$ cat config.mk
export PLATFORM = sky130hd
export DESIGN_NAME = oport_loopback_ctrl
export DESIGN_NICKNAME = d
export VERILOG_FILES = /design/src/rtl/oplb_pkg.sv /design/src/rtl/oplb_pkt_store.sv /design/src/rtl/oplb_nack_ctr.sv /design/src/rtl/oport_loopback_ctrl.sv
export SDC_FILE = /design/constraint.sdc
export NUM_CORES = 1
export LEC_CHECK = 0
export BUFFER_PORTS_ARGS = -buffer_cell sky130_fd_sc_hd__buf_2
export CAP_MARGIN = 25
export CORE_MARGIN = 2
export CORE_UTILIZATION = 55
export DETAILED_ROUTE_END_ITERATION = 6
export PLACE_DENSITY = 0.72
export SLEW_MARGIN = 25
export SYNTH_ARGS = -nofsm -noshare
export SYNTH_HDL_FRONTEND = slang
export SYNTH_HIERARCHICAL = 1
export SYNTH_SLANG_ARGS = --single-unit
export TNS_END_PERCENT = 20
$ cat constraint.sdc
create_clock -name clk -period 4.45 [get_ports clk]
set_input_delay 0.89 -clock clk [delete_from_list [all_inputs] [get_ports clk]]
set_output_delay 0.89 -clock clk [all_outputs]
set_load 0.02 [all_outputs]
$ cat src/rtl/oplb_pkg.sv
package oplb_pkg;
  typedef enum logic [1:0] {
    ST_LOAD = 2'd0,
    ST_SEND = 2'd1,
    ST_WAIT = 2'd2,
    ST_LOOP = 2'd3
  } oplb_state_e;

  localparam logic CAUSE_UNAVAIL = 1'b0;
  localparam logic CAUSE_NACK    = 1'b1;
endpackage

$ cat src/rtl/oplb_pkt_store.sv
module oplb_pkt_store #(
  parameter int W     = 16,
  parameter int DEPTH = 8,
  localparam int AW   = (DEPTH > 1) ? $clog2(DEPTH) : 1
) (
  input  logic          clk,
  input  logic          we,
  input  logic [AW-1:0] waddr,
  input  logic [W-1:0]  wdata,
  input  logic [AW-1:0] raddr,
  output logic [W-1:0]  rdata
);
  logic [W-1:0] mem [DEPTH];

  always_ff @(posedge clk) begin
    if (we) mem[waddr] <= wdata;
  end

  assign rdata = mem[raddr];
endmodule

$ cat src/rtl/oplb_nack_ctr.sv
module oplb_nack_ctr #(
  parameter int LIMIT = 3,
  localparam int CW   = $clog2(LIMIT + 1)
) (
  input  logic clk,
  input  logic rst,
  input  logic clr,
  input  logic inc,
  output logic hit
);
  logic [CW-1:0] cnt;

  always_ff @(posedge clk) begin
    if (rst || clr) cnt <= '0;
    else if (inc && cnt != CW'(LIMIT)) cnt <= cnt + 1'b1;
  end

  // this Nack would be the LIMIT-th in a row
  assign hit = (cnt == CW'(LIMIT - 1));
endmodule

$ cat src/rtl/oport_loopback_ctrl.sv
module oport_loopback_ctrl
  import oplb_pkg::*;
#(
  parameter int W          = 16,
  parameter int DEPTH      = 8,
  parameter int NACK_LIMIT = 3
) (
  input  logic         clk,
  input  logic         rst,
  input  logic         up_valid,
  input  logic [W-1:0] up_data,
  input  logic         up_last,
  output logic         up_ready,
  input  logic         nb_avail,
  input  logic         nb_ready,
  output logic         tx_valid,
  output logic [W-1:0] tx_data,
  output logic         tx_last,
  input  logic         ack,
  input  logic         nack,
  input  logic         lb_ready,
  output logic         lb_valid,
  output logic [W-1:0] lb_data,
  output logic         lb_last,
  output logic         lb_cause,
  output logic         occupied
);
  localparam int AW = (DEPTH > 1) ? $clog2(DEPTH) : 1;

  oplb_state_e   state;
  logic [AW-1:0] wr_idx, rd_idx, last_idx;
  logic          cause_q;
  logic [W-1:0]  rdata;
  logic          nack_hit;

  logic load_fire, load_done, at_last, cnt_clr, cnt_inc;

  assign load_fire = (state == ST_LOAD) && up_valid;
  assign load_done = load_fire && (up_last || wr_idx == AW'(DEPTH - 1));
  assign at_last   = (rd_idx == last_idx);
  assign cnt_inc   = (state == ST_WAIT) && nack && !ack;
  assign cnt_clr   = load_done || ((state == ST_WAIT) && ack);

  oplb_pkt_store #(.W(W), .DEPTH(DEPTH)) u_store (
    .clk   (clk),
    .we    (load_fire),
    .waddr (wr_idx),
    .wdata (up_data),
    .raddr (rd_idx),
    .rdata (rdata)
  );

  oplb_nack_ctr #(.LIMIT(NACK_LIMIT)) u_nack (
    .clk (clk),
    .rst (rst),
    .clr (cnt_clr),
    .inc (cnt_inc),
    .hit (nack_hit)
  );

  always_ff @(posedge clk) begin
    if (rst) begin
      state    <= ST_LOAD;
      wr_idx   <= '0;
      rd_idx   <= '0;
      last_idx <= '0;
      cause_q  <= CAUSE_UNAVAIL;
    end else begin
      unique case (state)
        ST_LOAD: if (load_fire) begin
          if (load_done) begin
            last_idx <= wr_idx;
            wr_idx   <= '0;
            rd_idx   <= '0;
            state    <= ST_SEND;
          end else begin
            wr_idx <= wr_idx + 1'b1;
          end
        end
        ST_SEND: begin
          if (!nb_avail) begin
            cause_q <= CAUSE_UNAVAIL;
            rd_idx  <= '0;
            state   <= ST_LOOP;
          end else if (nb_ready) begin
            if (at_last) begin
              rd_idx <= '0;
              state  <= ST_WAIT;
            end else begin
              rd_idx <= rd_idx + 1'b1;
            end
          end
        end
        ST_WAIT: begin
          rd_idx <= '0;
          if (ack) begin
            state <= ST_LOAD;
          end else if (nack) begin
            if (nack_hit) begin
              cause_q <= CAUSE_NACK;
              state   <= ST_LOOP;
            end else begin
              state <= ST_SEND;
            end
          end else if (!nb_avail) begin
            cause_q <= CAUSE_UNAVAIL;
            state   <= ST_LOOP;
          end
        end
        ST_LOOP: if (lb_ready) begin
          if (at_last) begin
            rd_idx <= '0;
            state  <= ST_LOAD;
          end else begin
            rd_idx <= rd_idx + 1'b1;
          end
        end
        default: state <= ST_LOAD;
      endcase
    end
  end

  assign up_ready = (state == ST_LOAD);
  assign tx_valid = (state == ST_SEND) && nb_avail;
  assign tx_data  = rdata;
  assign tx_last  = at_last;
  assign lb_valid = (state == ST_LOOP);
  assign lb_data  = rdata;
  assign lb_last  = at_last;
  assign lb_cause = cause_q;
  assign occupied = (state == ST_LOOP);
endmodule

==> flow_metrics.tcl, run 1 <==
set metrics [dict create \
    status "finished clean" \
    grt.total_usage 0.192 \
    async_flop_share 0 \
    r2r_start "state[1]" \
    nets 387 \
    start_util 0.571 \
    min_period_ns 3.24 \
    finalSetupTns_ns 0 \
    drt-wirelength-per-cell_um 20.5 \
    gr-total-overflow 0 \
    clock_sinks 142 \
    num_rows 37 \
    grt_pass1_vias 2912 \
    maxSlewHeadroom 0.450 \
    clk_pin_slew_ns 0.06 \
    drc 0 \
    cts_buffers 17 \
    detail_route.first_pass.iterations 4 \
    ant_nets 0 \
    slowest_stage "dfxtp_4" \
    cp-startpoint "rd_idx[0]" \
    cp_max_fo 33 \
    cts_buffer_depth 2 \
    dpl_cell_area_um2 6280 \
    syn-num-nets 331 \
    tritoncts "done" \
    critPathLaunchType "flop" \
    syn_to_final_growth_pct 16.0 \
    syn_area_per_cell_um2 19.8 \
    synth_top_family_by_area "multiplexers" \
    grt_max_degree 34 \
    portBuffers 63 \
    diodes 0 \
    totalWireLength_um 10400 \
    synth_fa_ha_area_frac 0.0105 \
    globalplace.congestion 0.777 \
    synth_edf_count 128 \
    leakage_nw 2.36 \
    synthCells 301 \
    final-instance-count-excl-fill 506 \
    endpoint "lb_data[4]" \
    core_area_um2 10400 \
    synth-compound-area-share 0.0248 \
    worstPathArrival_ns 2.35 \
    cp_slowest_stage_delay_ns 0.73 \
    reg2reg_depth 4 \
    final_core_util 0.662 \
    ys_ff_latch 142 \
    drive_gt1_frac 0.373 \
    synthFlopType "edfxtp_1" \
    vias_per_cell 5.77 \
    hold_viol_final 0 \
    end_kind "output pin" \
    synth-xor-area-share 0.00736 \
    ios 64 \
    setup_viol 0 \
    yosysSeqAreaShare 0.693 \
    rrSetupSlack_ns 2.00 \
    routed-via-count 2919 \
    fmaxAchievable_ghz 0.309 \
    fillers 710 \
    period_share 0.727 \
    synth_cell_types 46 \
    worstSetupPathType "reg -> out" \
    worstReg2RegEnd "u_store/mem[0][8]" \
    worstHoldPathType "reg -> reg" \
    cts.htree.levels 4 \
    synth_area_um2 5950 \
    rsz0062_at_grt "false" \
    insertion_delay_ns 0.50 \
    cellPowerDensity_nw_per_um2 465 \
    required_ns 3.56 \
    tightest_slew_ns 0.821 \
    cts_root_buf "clkbuf_8" \
    grt_pass1_wl_um 16000 \
    cts_resized 0 \
    post_cts_buffers 0 \
    synth.area.mux_share 0.178 \
    chipWidth_um 108 \
    synth-simple-area-share 0.0461 \
    peakVddDrop_mv 0.328 \
    skew_ns 0.00944 \
    drt_iter0_drc 161 \
    place_inst 474 \
    final_area_um2 6900 \
    die_area_um2 11700 \
    power_w 0.00320 \
    ctsHoldBuffers 0 \
    path_cells "mux4_1, mux2_2, buf_2" \
    cap_viol_max_count 0 \
    detailed_place_hpwl_um 6020 \
    die_h_um 108 \
    slew_viol_final 0 \
    ys.warnings.count 6 \
    antenna_found_initial 0 \
]
[synthesized netlist by cell type, types with 2 or more instances]
| cell type | count | area [µm²] |
|---|---|---|
| mux4_1 | 28 | 736 |
| mux2i_1 | 5 | 50.1 |
| nand3b_1 | 3 | 22.5 |
| mux2_2 | 16 | 180 |
| mux4_2 | 4 | 90.1 |
| inv_1 | 2 | 7.51 |
| nor2_1 | 10 | 37.5 |
| buf_1 | 4 | 15.0 |
| xor2_1 | 3 | 26.3 |
| o21a_1 | 2 | 15.0 |
| edfxtp_1 | 128 | 3840 |
| ha_1 | 5 | 62.6 |
| nand2_1 | 6 | 22.5 |
| dfxtp_1 | 14 | 280 |
| o21ai_0 | 3 | 15.0 |
| xnor2_1 | 2 | 17.5 |
| a21oi_1 | 5 | 25.0 |
| nand2b_1 | 4 | 25.0 |
| nor3b_1 | 2 | 15.0 |
| nor3_1 | 7 | 35.0 |
| buf_4 | 18 | 135 |
| buf_6 | 6 | 67.6 |
[cell usage in the layout, fill, tap and decap left out, types with 2 or more instances in the layout]
cell	count
nand2b_1	4
inv_1	2
buf_2	63
ha_1	5
mux2i_1	5
clkinv_4	3
nor2_4	5
nand2_1	6
mux4_2	4
edfxtp_1	128
o21ai_0	3
nand3b_1	3
xnor2_1	2
a21oi_1	5
xor2_1	3
mux4_1	28
nor3_2	2
nor2_2	2
bufinv_16	3
o21a_1	2
clkinvlp_4	4
mux2_2	16
nor3_1	5
inv_6	4
nor3b_1	2
clkbuf_16	16
nor2_1	4
dfxtp_1	12
buf_4	4
[where the power goes]
part	leakage [nW]	switching (W)	internal [W]
Clock	0.279	0.000537	0.000860
Combinational	0.806	0.000173	0.000107
Sequential	1.27	0.0000243	0.00150
Total	2.36	0.000734	0.00247
[routing by layer]
metal | wire length (µm) | vias to the layer above | global-route usage
li1 | - | 1336 | -
met1 | 4550 | 1490 | 0.271
met2 | 5240 | 91 | 0.300
met3 | 572 | 2 | 0.0524
met4 | 30 | 0 | 0.0522
met5 | 0 | - | 0
[cell families after synthesis]
kind of cell,Yosys count
fa+ha+maj,5
xor+xnor,5
simple gates,44
flops,142
buf+inv,33
compound gates,19
mux,53
[area by class of cell]
| class | count | area [µm²] | share of cell area |
|---|---|---|---|
| well taps | 136 | 170 | 0.0247 |
| multi-input cells | 126 | 1630 | 0.237 |
| inverters | 2 | 7.51 | 0.00109 |
| flip-flops and latches | 142 | 4130 | 0.599 |
| clock inverters | 15 | 185 | 0.0269 |
| repair buffers | 68 | 357 | 0.0517 |
| clock buffers | 17 | 414 | 0.0601 |
[worst min path at each step]
stage | end | from | slack [ns] | depth (start not counted)
floorplan | rd_idx[1] | rd_idx[1] | 0.47 | 2
global placement | lb_cause | lb_cause | 0.47 | 2
detailed placement | lb_cause | lb_cause | 0.47 | 2
CTS | lb_cause | lb_cause | 0.47 | 2
global route | lb_cause | lb_cause | 0.55 | 2
finish | lb_cause | lb_cause | 0.48 | 2
[sequential cells by signal, summed over array words and instances, names as in the netlist]
signal,count
last_idx,3
lb_cause,1
rd_idx,3
state,2
u_nack/cnt,2
u_store/mem,128
wr_idx,3
[through the flow]
| step | hold slack, ns | setup WS [ns] |
|---|---|---|
| 6_report | 0.478 | 1.21 |
| 5_1_grt | 0.546 | 1.10 |
| 4_1_cts | 0.475 | 0.828 |
| 3_5_place_dp | 0.466 | 1.37 |
| 3_3_place_gp | 0.468 | 1.40 |
| 2_1_floorplan | 0.471 | 1.56 |
[worst max-delay path: cells and delay by family, from the launching register on]
kind / cells / cell delay (ns)
multiplexers: 2 / 0.94
flip-flops: 1 / 0.73
buffers and inverters: 1 / 0.17
Note: power is estimated with default switching activity, not from simulation.
==> run 2, diff against run 1 <==
==> constraint.sdc (replaced) <==
create_clock -name clk -period 3.3 [get_ports clk]
set_input_delay 0.66 -clock clk [delete_from_list [all_inputs] [get_ports clk]]
set_output_delay 0.66 -clock clk [all_outputs]
set_load 0.02 [all_outputs]
==> flow_metrics.tcl, run 2 (synthesis gave the netlist of run 1 again) <==
set metrics [dict create \
    status "finished clean" \
    totalWireLength_um 10600 \
    top_register "u_store/mem" \
    routed-via-count 2962 \
    critPathLaunchType "flop" \
    diodes 0 \
    detailed_place_hpwl_um 6470 \
    maxSlewHeadroom 0.527 \
    syn_to_final_growth_pct 17.0 \
    cts_root_buf "clkbuf_8" \
    finalSetupTns_ns 0 \
    skew_ns 0.0103 \
    die_h_um 108 \
    rsz0062_at_grt "false" \
    cts.htree.levels 4 \
    slew_viol_final 0 \
    min_period_ns 2.93 \
    start_util 0.571 \
    place_inst 482 \
    drc 0 \
    peakVddDrop_mv 0.415 \
    tightest_slew_ns 0.706 \
    layout_common_cells "edfxtp_1, buf_2, mux4_1" \
    drt_iter0_drc 230 \
    required_ns 2.64 \
    chipWidth_um 108 \
    cp_slowest_stage_delay_ns 0.65 \
    worstHoldPathType "in -> reg" \
    detail_route.first_pass.iterations 4 \
    setup_viol 0 \
    ios 64 \
    period_share 0.888 \
    final-instance-count-excl-fill 514 \
    antenna_found_initial 0 \
    cts_buffers 17 \
    ctsHoldBuffers 0 \
    fmaxAchievable_ghz 0.341 \
    worstPathArrival_ns 2.27 \
    grt_max_degree 33 \
    core_area_um2 10400 \
    portBuffers 63 \
    clk_pin_slew_ns 0.06 \
    largest_reg_flops 128 \
    fillers 708 \
    cap_viol_max_count 0 \
    leakage_nw 2.41 \
    end_kind "output pin" \
    gr-total-overflow 0 \
    tritoncts "done" \
    post_cts_buffers 0 \
    globalplace.congestion 0.811 \
    vias_per_cell 5.76 \
    drive_gt1_frac 0.384 \
    insertion_delay_ns 0.51 \
    holdWs_ns 0.402 \
    nets 395 \
    ant_nets 0 \
    die_area_um2 11700 \
    grt.total_usage 0.198 \
    num_rows 37 \
    clock_sinks 142 \
    cts_resized 0 \
    slowest_stage "mux4_1" \
    final_common_cell "edfxtp_1" \
    hold_viol_final 0 \
    grt_pass1_wl_um 16500 \
    grt_pass1_vias 3039 \
    path_cells "buf_12, mux4_1, mux2_2, buf_2" \
    cts_buffer_depth 2 \
    cellPowerDensity_nw_per_um2 632 \
    cp_max_fo 32 \
    drt-wirelength-per-cell_um 20.7 \
    final_core_util 0.668 \
    worstSetupPathType "reg -> out" \
]
## run 2: stage by stage
step                cell area, µm²  power (W)  setup slack (ns)
floorplan                     5950    0.00237             0.643
global placement              6340    0.00246             0.771
detailed placement            6340    0.00247             0.731
CTS                           6960    0.00444             0.332
global route                  6960    0.00455             0.284
finish                        6960    0.00440             0.370
## run 2: worst paths after layout
| kind | from | end | slack (ns) | depth (start not counted) |
|---|---|---|---|---|
| worst max-delay path | rd_idx[0] | lb_data[4] | 0.37 | 4 |
| worst min-delay path | ack | state[0] | 0.40 | 2 |
| worst max register to register | state[1] | u_store/mem[4][10] | 1.01 | 4 |
| worst min register to register | lb_cause | lb_cause | 0.49 | 2 |
## run 2: metal layers
layer	part of all wire	GRT usage	wire, µm	vias up
met2	0.52	0.332	5570	85
met1	0.42	0.250	4420	1503
li1	-	-	-	1355
met3	0.041	0.0524	438	19
met4	0.020	0.0778	216	0
met5	0	0	0	-
## run 2: power by group
group	switching, W	internal (W)
combinational	0.000231	0.000145
sequential	0.0000317	0.00203
clock	0.000725	0.00124
total	0.000989	0.00341
## run 2: cell type report
class	count	area (µm²)	share of cell area
Clock buffer	17	414	0.0595
Clock inverter	15	206	0.0297
Inverter	2	7.51	0.00108
Multi-Input combinational cell	126	1610	0.231
Sequential cell	142	4130	0.593
Tap cell	136	170	0.0245
Timing Repair Buffer	76	425	0.0611
## run 2: critical path: cells and delay by family, from the launching register on
kind	cells	cell delay, ns
mux	2	0.94
buf+inv	2	0.43
flops	1	0.40
==> run 3, diff against run 2 <==
--- a/config.mk
+++ b/config.mk
@@ -8,9 +8,9 @@
 export BUFFER_PORTS_ARGS = -buffer_cell sky130_fd_sc_hd__buf_2
 export CAP_MARGIN = 25
 export CORE_MARGIN = 2
-export CORE_UTILIZATION = 55
+export CORE_UTILIZATION = 58
 export DETAILED_ROUTE_END_ITERATION = 6
-export PLACE_DENSITY = 0.72
+export PLACE_DENSITY = 0.76
 export SLEW_MARGIN = 25
 export SYNTH_ARGS = -nofsm -noshare
 export SYNTH_HDL_FRONTEND = slang
==> flow_metrics.tcl, run 3 (synthesis gave the netlist of run 1 again) <==
set metrics [dict create \
    status "finished clean" \
    hold_viol_final 0 \
    diodes 0 \
    leakage_nw 2.42 \
    grt_pass1_wl_um 16500 \
    final_common_cell "edfxtp_1" \
    cp_max_fo 10 \
    maxSlewHeadroom 0.557 \
    drt_iter0_drc 215 \
    top_register "u_store/mem" \
    layout_common_cells "edfxtp_1, buf_2, mux4_1" \
    critPathLaunchType "flop" \
    cap_viol_max_count 0 \
    detail_route.first_pass.iterations 4 \
    grt.total_usage 0.206 \
    rsz0062_at_grt "false" \
    post_cts_buffers 0 \
    worstPathArrival_ns 2.20 \
    insertion_delay_ns 0.51 \
    drc 0 \
    power_w 0.00433 \
    reg2reg_depth 4 \
    fillers 628 \
    peakVddDrop_mv 0.365 \
    cts_buffer_depth 2 \
    syn_to_final_growth_pct 16.5 \
    worstSetupPathType "reg -> out" \
    cellPowerDensity_nw_per_um2 624 \
    holdWs_ns 0.402 \
    tritoncts "done" \
    setup_viol 0 \
    grt_max_degree 34 \
    totalWireLength_um 10600 \
    die_h_um 105 \
    period_share 0.866 \
    clock_sinks 142 \
    grt_pass1_vias 2970 \
    tightest_slew_ns 0.663 \
    cts.htree.levels 4 \
    num_rows 36 \
    pre_cts_ws_ns 0.861 \
    portBuffers 63 \
    drive_gt1_frac 0.370 \
    slew_viol_final 0 \
    globalplace.congestion 0.798 \
    antenna_found_initial 0 \
    chipWidth_um 105 \
    cts_buffers 17 \
    drt-wirelength-per-cell_um 20.8 \
    core_area_um2 9860 \
    finalSetupTns_ns 0 \
    cp-startpoint "rd_idx[0]" \
    die_area_um2 11100 \
    worstHoldPathType "in -> reg" \
    postLayoutSetupSlackWorst_ns 0.443 \
    start_util 0.603 \
    end_kind "output pin" \
    vias_per_cell 5.71 \
    clk_pin_slew_ns 0.06 \
    min_period_ns 2.86 \
    skew_ns 0.00719 \
    r2r_start "state[1]" \
    gr-total-overflow 0 \
    routed-via-count 2920 \
    fmaxAchievable_ghz 0.350 \
    cts_root_buf "clkbuf_8" \
    min_from "ack" \
    ios 64 \
    nets 397 \
    largest_reg_flops 128 \
    whs_path_depth 2 \
    required_ns 2.64 \
    ctsHoldBuffers 0 \
    detailed_place_hpwl_um 6450 \
    cts_resized 0 \
    ant_nets 0 \
]
==> run 3: path summary, 6_finish.rpt <==
check | endpoint | slack, ns
hold / removal | state[0] | 0.40
hold reg to reg | lb_cause | 0.48
setup reg to reg | u_store/mem[1][3] | 1.17
setup / recovery | tx_data[15] | 0.44
==> run 3: power by group <==
part / switching [W] / total [W] / internal (W)
clock network: 0.000677 / 0.00189 / 0.00121
logic: 0.000231 / 0.000378 / 0.000147
registers: 0.0000308 / 0.00206 / 0.00203
==> run 3: final cells by class <==
class	count	area, µm²	area share
multi-input combinational	126	1600	0.231
sequential	142	4130	0.595
timing repair buffer	78	440	0.0636
clock inverter	12	170	0.0246
tap	133	166	0.0240
clock buffer	18	418	0.0603
inverter	2	7.51	0.00108
==> run 3: metal layers <==
layer  global-route usage  wire length, µm  vias to the layer above
met2                0.346             5570                       86
li1                     -                -                     1347
met4               0.0686              142                        0
met5                    0                0                        -
met1                0.261             4350                     1475
met3               0.0569              552                       12
==> run 3: per-stage QoR <==
step	utilization	cells	area [µm²]
finish	0.702	511	6930
global route	0.702	511	6930
CTS	0.702	511	6930
detailed placement	0.643	481	6340
global placement	0.643	481	6340
floorplan	-	301	5950
==> run 3: critical path, cell delays in order (launching register included) <==
cell and delay, ns:
dfxtp_2 0.41, buf_4 0.24, mux4_1 0.58, mux2_2 0.29
buf_2 0.17
